[src/rtl/pwm_chopper.sv]
module pwm_chopper #(
  parameter int HOLD_W = 16
) (
  input  logic              clk,
  input  logic              rst_n,
  input  logic              en_n,
  input  logic              fast_decay,
  input  logic              trip1,
  input  logic              trip2,
  input  logic [7:0]        blank_len,
  input  logic [HOLD_W-1:0] hold_len,
  input  logic              step,
  input  logic              pol1,
  input  logic              pol2,
  output logic              pha,
  output logic              phb,
  output logic              phc,
  output logic              phd,
  output logic              inh1_n,
  output logic              inh2_n,
  output logic              sync_n,
  output logic              hold_sel
);
  localparam int CW = 8;
  localparam logic [CW-1:0] LAST = '1;

  logic [CW-1:0]     cnt;
  logic [1:0]        off;
  logic [HOLD_W-1:0] hcnt;

  wire       sample = (cnt >= blank_len) && (cnt != LAST);
  wire [1:0] on     = ~off;
  wire [1:0] act    = fast_decay ? 2'b11 : on;
  wire [1:0] inh    = fast_decay ? on : 2'b11;
  wire       en     = ~en_n;

  always_ff @(posedge clk or negedge rst_n) begin
    if (!rst_n) begin
      cnt <= '0;
      off <= '0;
    end else begin
      cnt <= cnt + 1'b1;
      if (cnt == LAST) off <= '0;
      else             off <= off | ({trip2, trip1} & {2{sample}});
    end
  end

  always_ff @(posedge clk or negedge rst_n) begin
    if (!rst_n) begin
      hcnt     <= '0;
      hold_sel <= 1'b0;
    end else if (step) begin
      hcnt     <= '0;
      hold_sel <= 1'b0;
    end else if (!hold_sel) begin
      if (hcnt == hold_len) hold_sel <= 1'b1;
      else                  hcnt     <= hcnt + 1'b1;
    end
  end

  assign sync_n = (cnt != '0);
  assign pha    = en &  pol1 & act[0];
  assign phb    = en & ~pol1 & act[0];
  assign phc    = en &  pol2 & act[1];
  assign phd    = en & ~pol2 & act[1];
  assign inh1_n = en & inh[0];
  assign inh2_n = en & inh[1];
endmodule


[config.mk]
export PLATFORM = sky130hd
export DESIGN_NAME = pwm_chopper
export DESIGN_NICKNAME = d
export VERILOG_FILES = /design/src/rtl/pwm_chopper.sv
export SDC_FILE = /design/constraint.sdc
export NUM_CORES = 1
export LEC_CHECK = 0
export BUFFER_PORTS_ARGS = -buffer_cell sky130_fd_sc_hd__clkbuf_2
export CORE_ASPECT_RATIO = 1.25
export CORE_MARGIN = 2
export CORE_UTILIZATION = 30
export DETAILED_ROUTE_END_ITERATION = 12
export GPL_ROUTABILITY_DRIVEN = 0
export GPL_TIMING_DRIVEN = 0
export PLACE_DENSITY = 0.55
export REMOVE_ABC_BUFFERS = 1
export SETUP_SLACK_MARGIN = 0.2
export SYNTH_ARGS = -nofsm -noshare
export SYNTH_HDL_FRONTEND = slang
export SYNTH_SLANG_ARGS = --single-unit
[constraint.sdc]
create_clock -name clk -period 1.88 [get_ports clk]
set_input_delay 0.376 -clock clk [delete_from_list [all_inputs] [get_ports clk]]
set_output_delay 0.376 -clock clk [all_outputs]
set_load 0.05 [all_outputs]
==> flow_metrics.env <==
export IMPL_via_per_inst=5.09
export IMPL_worst_setup_path_start_kind="flip-flop"
export IMPL_critical_path_top_delay_family="simple AND/OR/NAND/NOR gates"
export IMPL_ctsHtreeMaxLevel=1
export IMPL_grt_pass1_vias=1610
export IMPL_end_kind="flip-flop"
export IMPL_tritoncts="built"
export IMPL_num_antenna_cells=0
export IMPL_area_growth_pct=54.3
export IMPL_rsz_0062_raised_after_global_routing="true"
export IMPL_synth_top_area_share_pct=37.1
export IMPL_timing_critical_path_buf_inv=2
export IMPL_worst_path_most_repeated_cell="sky130_fd_sc_hd__buf_6"
export IMPL_ir_worst_vdd_v=0.000304
export IMPL_hold_worst_slack_ns=0.143
export IMPL_grt_first_pass_wirelength_um=7640
export IMPL_drt_antenna_violating_nets=0
export IMPL_fillers=517
export IMPL_design_power_total_mw=1.18
export IMPL_buffer_ports_inserted=40
export IMPL_finalClockSkew_ns=0.00207
export IMPL_iter_0_drt_violations=79
export IMPL_p_comb_share_pct=19.8
export IMPL_netlist_cell_type_count=43
export IMPL_fin_ws_ns=0.00176
export IMPL_synth_top_cell_by_area="sky130_fd_sc_hd__dfrtp_1"
export IMPL_worstPathRequired_ns=2.05
export IMPL_synth_enable_flop_cells=0
export IMPL_postSynthRegisterBits=27
export IMPL_worst_hold_path_type="in -> async"
export IMPL_synthTopCellsByCount="27 x sky130_fd_sc_hd__dfrtp_1, 19 x sky130_fd_sc_hd__xnor2_1, 14 x sky130_fd_sc_hd__a21oi_1"
export IMPL_routed_wire_length_per_instance_um=14.8
export IMPL_placement_cell_area_sq_um=2060
export IMPL_crit_slowest_cell="sky130_fd_sc_hd__dfrtp_2"
export IMPL_async_flop_share_pct=100
export IMPL_synth_warning_count=0
export IMPL_fp_dieW_um=73.7
export IMPL_slew_violations=0
export IMPL_clkSlewWorstSetupHoldPaths_ns=0.10
export IMPL_fraction_of_layout_instances_using_a_drive_strength_above_1_pct=58.2
export IMPL_synth_top_cells_by_area="sky130_fd_sc_hd__dfrtp_1 37%, sky130_fd_sc_hd__xnor2_1 9.1%, sky130_fd_sc_hd__ha_1 7.6%"
export IMPL_cts_path_max_buffers=2
export IMPL_hold_viol_final=0
export IMPL_post_synth_cell_area_avg_sq_um=9.90
export IMPL_tightest_slew_ns=0.733
export IMPL_report_final_setup_viol=0
export IMPL_totalNegativeSetupSlack_ns=0
export IMPL_crit_type="reg -> reg"
export IMPL_syn_inst=184
export IMPL_p_int_mw=0.851
export IMPL_total_switching_power_mw=0.325
export IMPL_synth_most_common_cell="sky130_fd_sc_hd__dfrtp_1"
export IMPL_initial_standard_cell_utilization_of_the_core_pct=31.3
export IMPL_outcome="completed"
export IMPL_clk_latency_worst_skew_pair_ns=0.27
export IMPL_power_per_cell_area_nw_per_um2=418
export IMPL_route_detailed_drc=0
export IMPL_post_dp_hpwl_um=2880
export IMPL_first_pass_iters=4
export IMPL_max_slew_margin_rel_pct=51.1
export IMPL_postLayoutCellArea_sq_um=2810
export IMPL_utilization_after_layout_pct=48.3
export IMPL_die_h_um=91.1
export IMPL_timing_fmax_mhz=532
export IMPL_cp_arrival_ns=2.04
export IMPL_cts_sink_count=27
export IMPL_worst_path_max_fanout=7
export IMPL_die_area_sq_um=6720
export IMPL_power_sequential_fraction_pct=51.0
export IMPL_core_sq_um=5820
export IMPL_mappedNetlistArea_sq_um=1820
export IMPL_power_share_switching_pct=27.6
export IMPL_grt_start_max_net_pins=28
export IMPL_groute_usage_overall_pct=14.4
export IMPL_post_route_period_util_pct=99.9
export IMPL_synth_sequential_area_ratio_pct=37.1
export IMPL_post_place_cells=285
export IMPL_layout_cells_non_filler=334
export IMPL_timing_critical_path_cells="xnor2_2, nand4_2, nor4_4, buf_6, buf_6, nor3b_2, mux2_4"
export IMPL_num_io_pins=41
export IMPL_via_count=1700
export IMPL_clk_root_buffer_cell="sky130_fd_sc_hd__clkbuf_8"
export IMPL_placement_rows=31
export IMPL_grt_overflow=0
export IMPL_period_needed_ns=1.88
export IMPL_post_place_ws_ns=-0.774
export IMPL_leakage_nw=1.29
export IMPL_worst_path_largest_cell_delay_ns=0.46
export IMPL_ys_dominant_reg_cell="sky130_fd_sc_hd__dfrtp_1"
export IMPL_pwr_share_clk_pct=29.2
export IMPL_finalNetCount=313
export IMPL_grt_antenna_before_repair=0
export IMPL_maxCapViolCount=0
export IMPL_routed_wl_um=4950
export IMPL_tritoncts_num_buffers=3
## registers in the layout, indices dropped and copies added, names as in the netlist
signal,cells
cnt,8
hcnt,16
hold_sel,1
off,2
## placed cells by master, fill, tap and decap left out, types with 2 or more instances in the layout
cell type / netlist / routed
sky130_fd_sc_hd__o31ai_1: 6 / 2
sky130_fd_sc_hd__nand3_1: 7 / 4
sky130_fd_sc_hd__o31ai_2: 0 / 3
sky130_fd_sc_hd__nand4_2: 4 / 3
sky130_fd_sc_hd__a21o_1: 3 / 3
sky130_fd_sc_hd__nor2b_1: 4 / 4
sky130_fd_sc_hd__xor2_1: 2 / 2
sky130_fd_sc_hd__mux2_4: 2 / 5
sky130_fd_sc_hd__nor2_1: 13 / 12
sky130_fd_sc_hd__xnor2_1: 19 / 9
sky130_fd_sc_hd__nand2b_1: 2 / 2
sky130_fd_sc_hd__nand2_1: 6 / 5
sky130_fd_sc_hd__dfrtp_2: 0 / 9
sky130_fd_sc_hd__or4_4: 0 / 4
sky130_fd_sc_hd__a21oi_2: 2 / 6
sky130_fd_sc_hd__buf_6: 1 / 9
sky130_fd_sc_hd__o21ai_2: 0 / 3
sky130_fd_sc_hd__nor3b_2: 1 / 2
sky130_fd_sc_hd__clkbuf_8: 0 / 3
sky130_fd_sc_hd__ha_1: 11 / 10
sky130_fd_sc_hd__nand3_2: 0 / 2
sky130_fd_sc_hd__xnor2_2: 1 / 11
sky130_fd_sc_hd__nand4_1: 5 / 5
sky130_fd_sc_hd__or3_2: 3 / 2
sky130_fd_sc_hd__o21ai_1: 5 / 2
sky130_fd_sc_hd__clkbuf_2: 0 / 35
sky130_fd_sc_hd__o21ai_0: 2 / 2
sky130_fd_sc_hd__dfrtp_1: 27 / 18
sky130_fd_sc_hd__nor4b_4: 0 / 2
sky130_fd_sc_hd__nor3_1: 3 / 3
sky130_fd_sc_hd__or4_1: 4 / 2
sky130_fd_sc_hd__buf_4: 0 / 38
sky130_fd_sc_hd__nor4_4: 1 / 4
sky130_fd_sc_hd__inv_1: 13 / 12
sky130_fd_sc_hd__a21oi_1: 14 / 10
## path summary, 6_finish.rpt
check	start	to	slack (ns)	depth (start not counted)
min reg2reg	cnt[0]	cnt[0]	0.49	1
max in group asynchronous	rst_n	hcnt[3]	1.22	1
min	rst_n	hcnt[2]	0.14	1
max	hcnt[6]	hcnt[11]	0.002	7
max reg2reg	hcnt[6]	hcnt[11]	0.002	7
min in group clk	trip2	off[1]	0.39	3
## routing by layer
| metal | vias to the layer above | wire length [um] | track usage (%) |
|---|---|---|---|
| li1 | 830 | - | - |
| met1 | 805 | 2100 | 18.5 |
| met2 | 50 | 2480 | 24.6 |
| met3 | 15 | 223 | 1.89 |
| met4 | 0 | 148 | 4.70 |
| met5 | - | 0 | 0 |
## cells by family (layout without fill, tap and decap cells)
group	count (synthesis)	count (layout)	share of synthesized area, %
compound gates	34	34	11.3
xor+xnor	22	22	11.0
fa+ha+maj	11	11	7.55
buf+inv	18	101	5.15
flops	27	27	37.1
mux	5	5	3.50
simple gates	67	68	24.4
## power by group through the flow
| stage | registers, mW | logic (mW) | clock network (mW) |
|---|---|---|---|
| 2_1_floorplan | 0.609 | 0.106 | 0 |
| 3_3_place_gp | 0.612 | 0.178 | 0 |
| 3_5_place_dp | 0.612 | 0.179 | 0 |
| 4_1_cts | 0.600 | 0.221 | 0.357 |
| 5_1_grt | 0.602 | 0.255 | 0.385 |
| 6_report | 0.600 | 0.232 | 0.343 |
## cell type report
type                    instances  area (sq um)  share of cell area (%)
well taps                      66          82.6                    2.94
repair buffers                 84           584                    20.8
clock buffers                   4          45.0                    1.60
flip-flops and latches         27           687                    24.4
multi-input cells             140          1360                    48.5
inverters                      13          48.8                    1.74
## worst register-to-register path: stages (launching register included)
cell	delay, ns
sky130_fd_sc_hd__dfrtp_2	0.46
sky130_fd_sc_hd__xnor2_2	0.20
sky130_fd_sc_hd__nand4_2	0.18
sky130_fd_sc_hd__nor4_4	0.31
sky130_fd_sc_hd__buf_6	0.19
sky130_fd_sc_hd__buf_6	0.10
sky130_fd_sc_hd__nor3b_2	0.04
sky130_fd_sc_hd__mux2_4	0.29
## timing repair
| action | in CTS | in global routing |
|---|---|---|
| resized for setup | 48 | 39 |
| setup buffers | 34 | 9 |
| endpoints found under the setup margin | 21 | 24 |
| hold buffers | 0 | 0 |
| pin swaps | 32 | 20 |
| gates cloned | 2 | 0 |
Power figures use the tool's default switching activity.
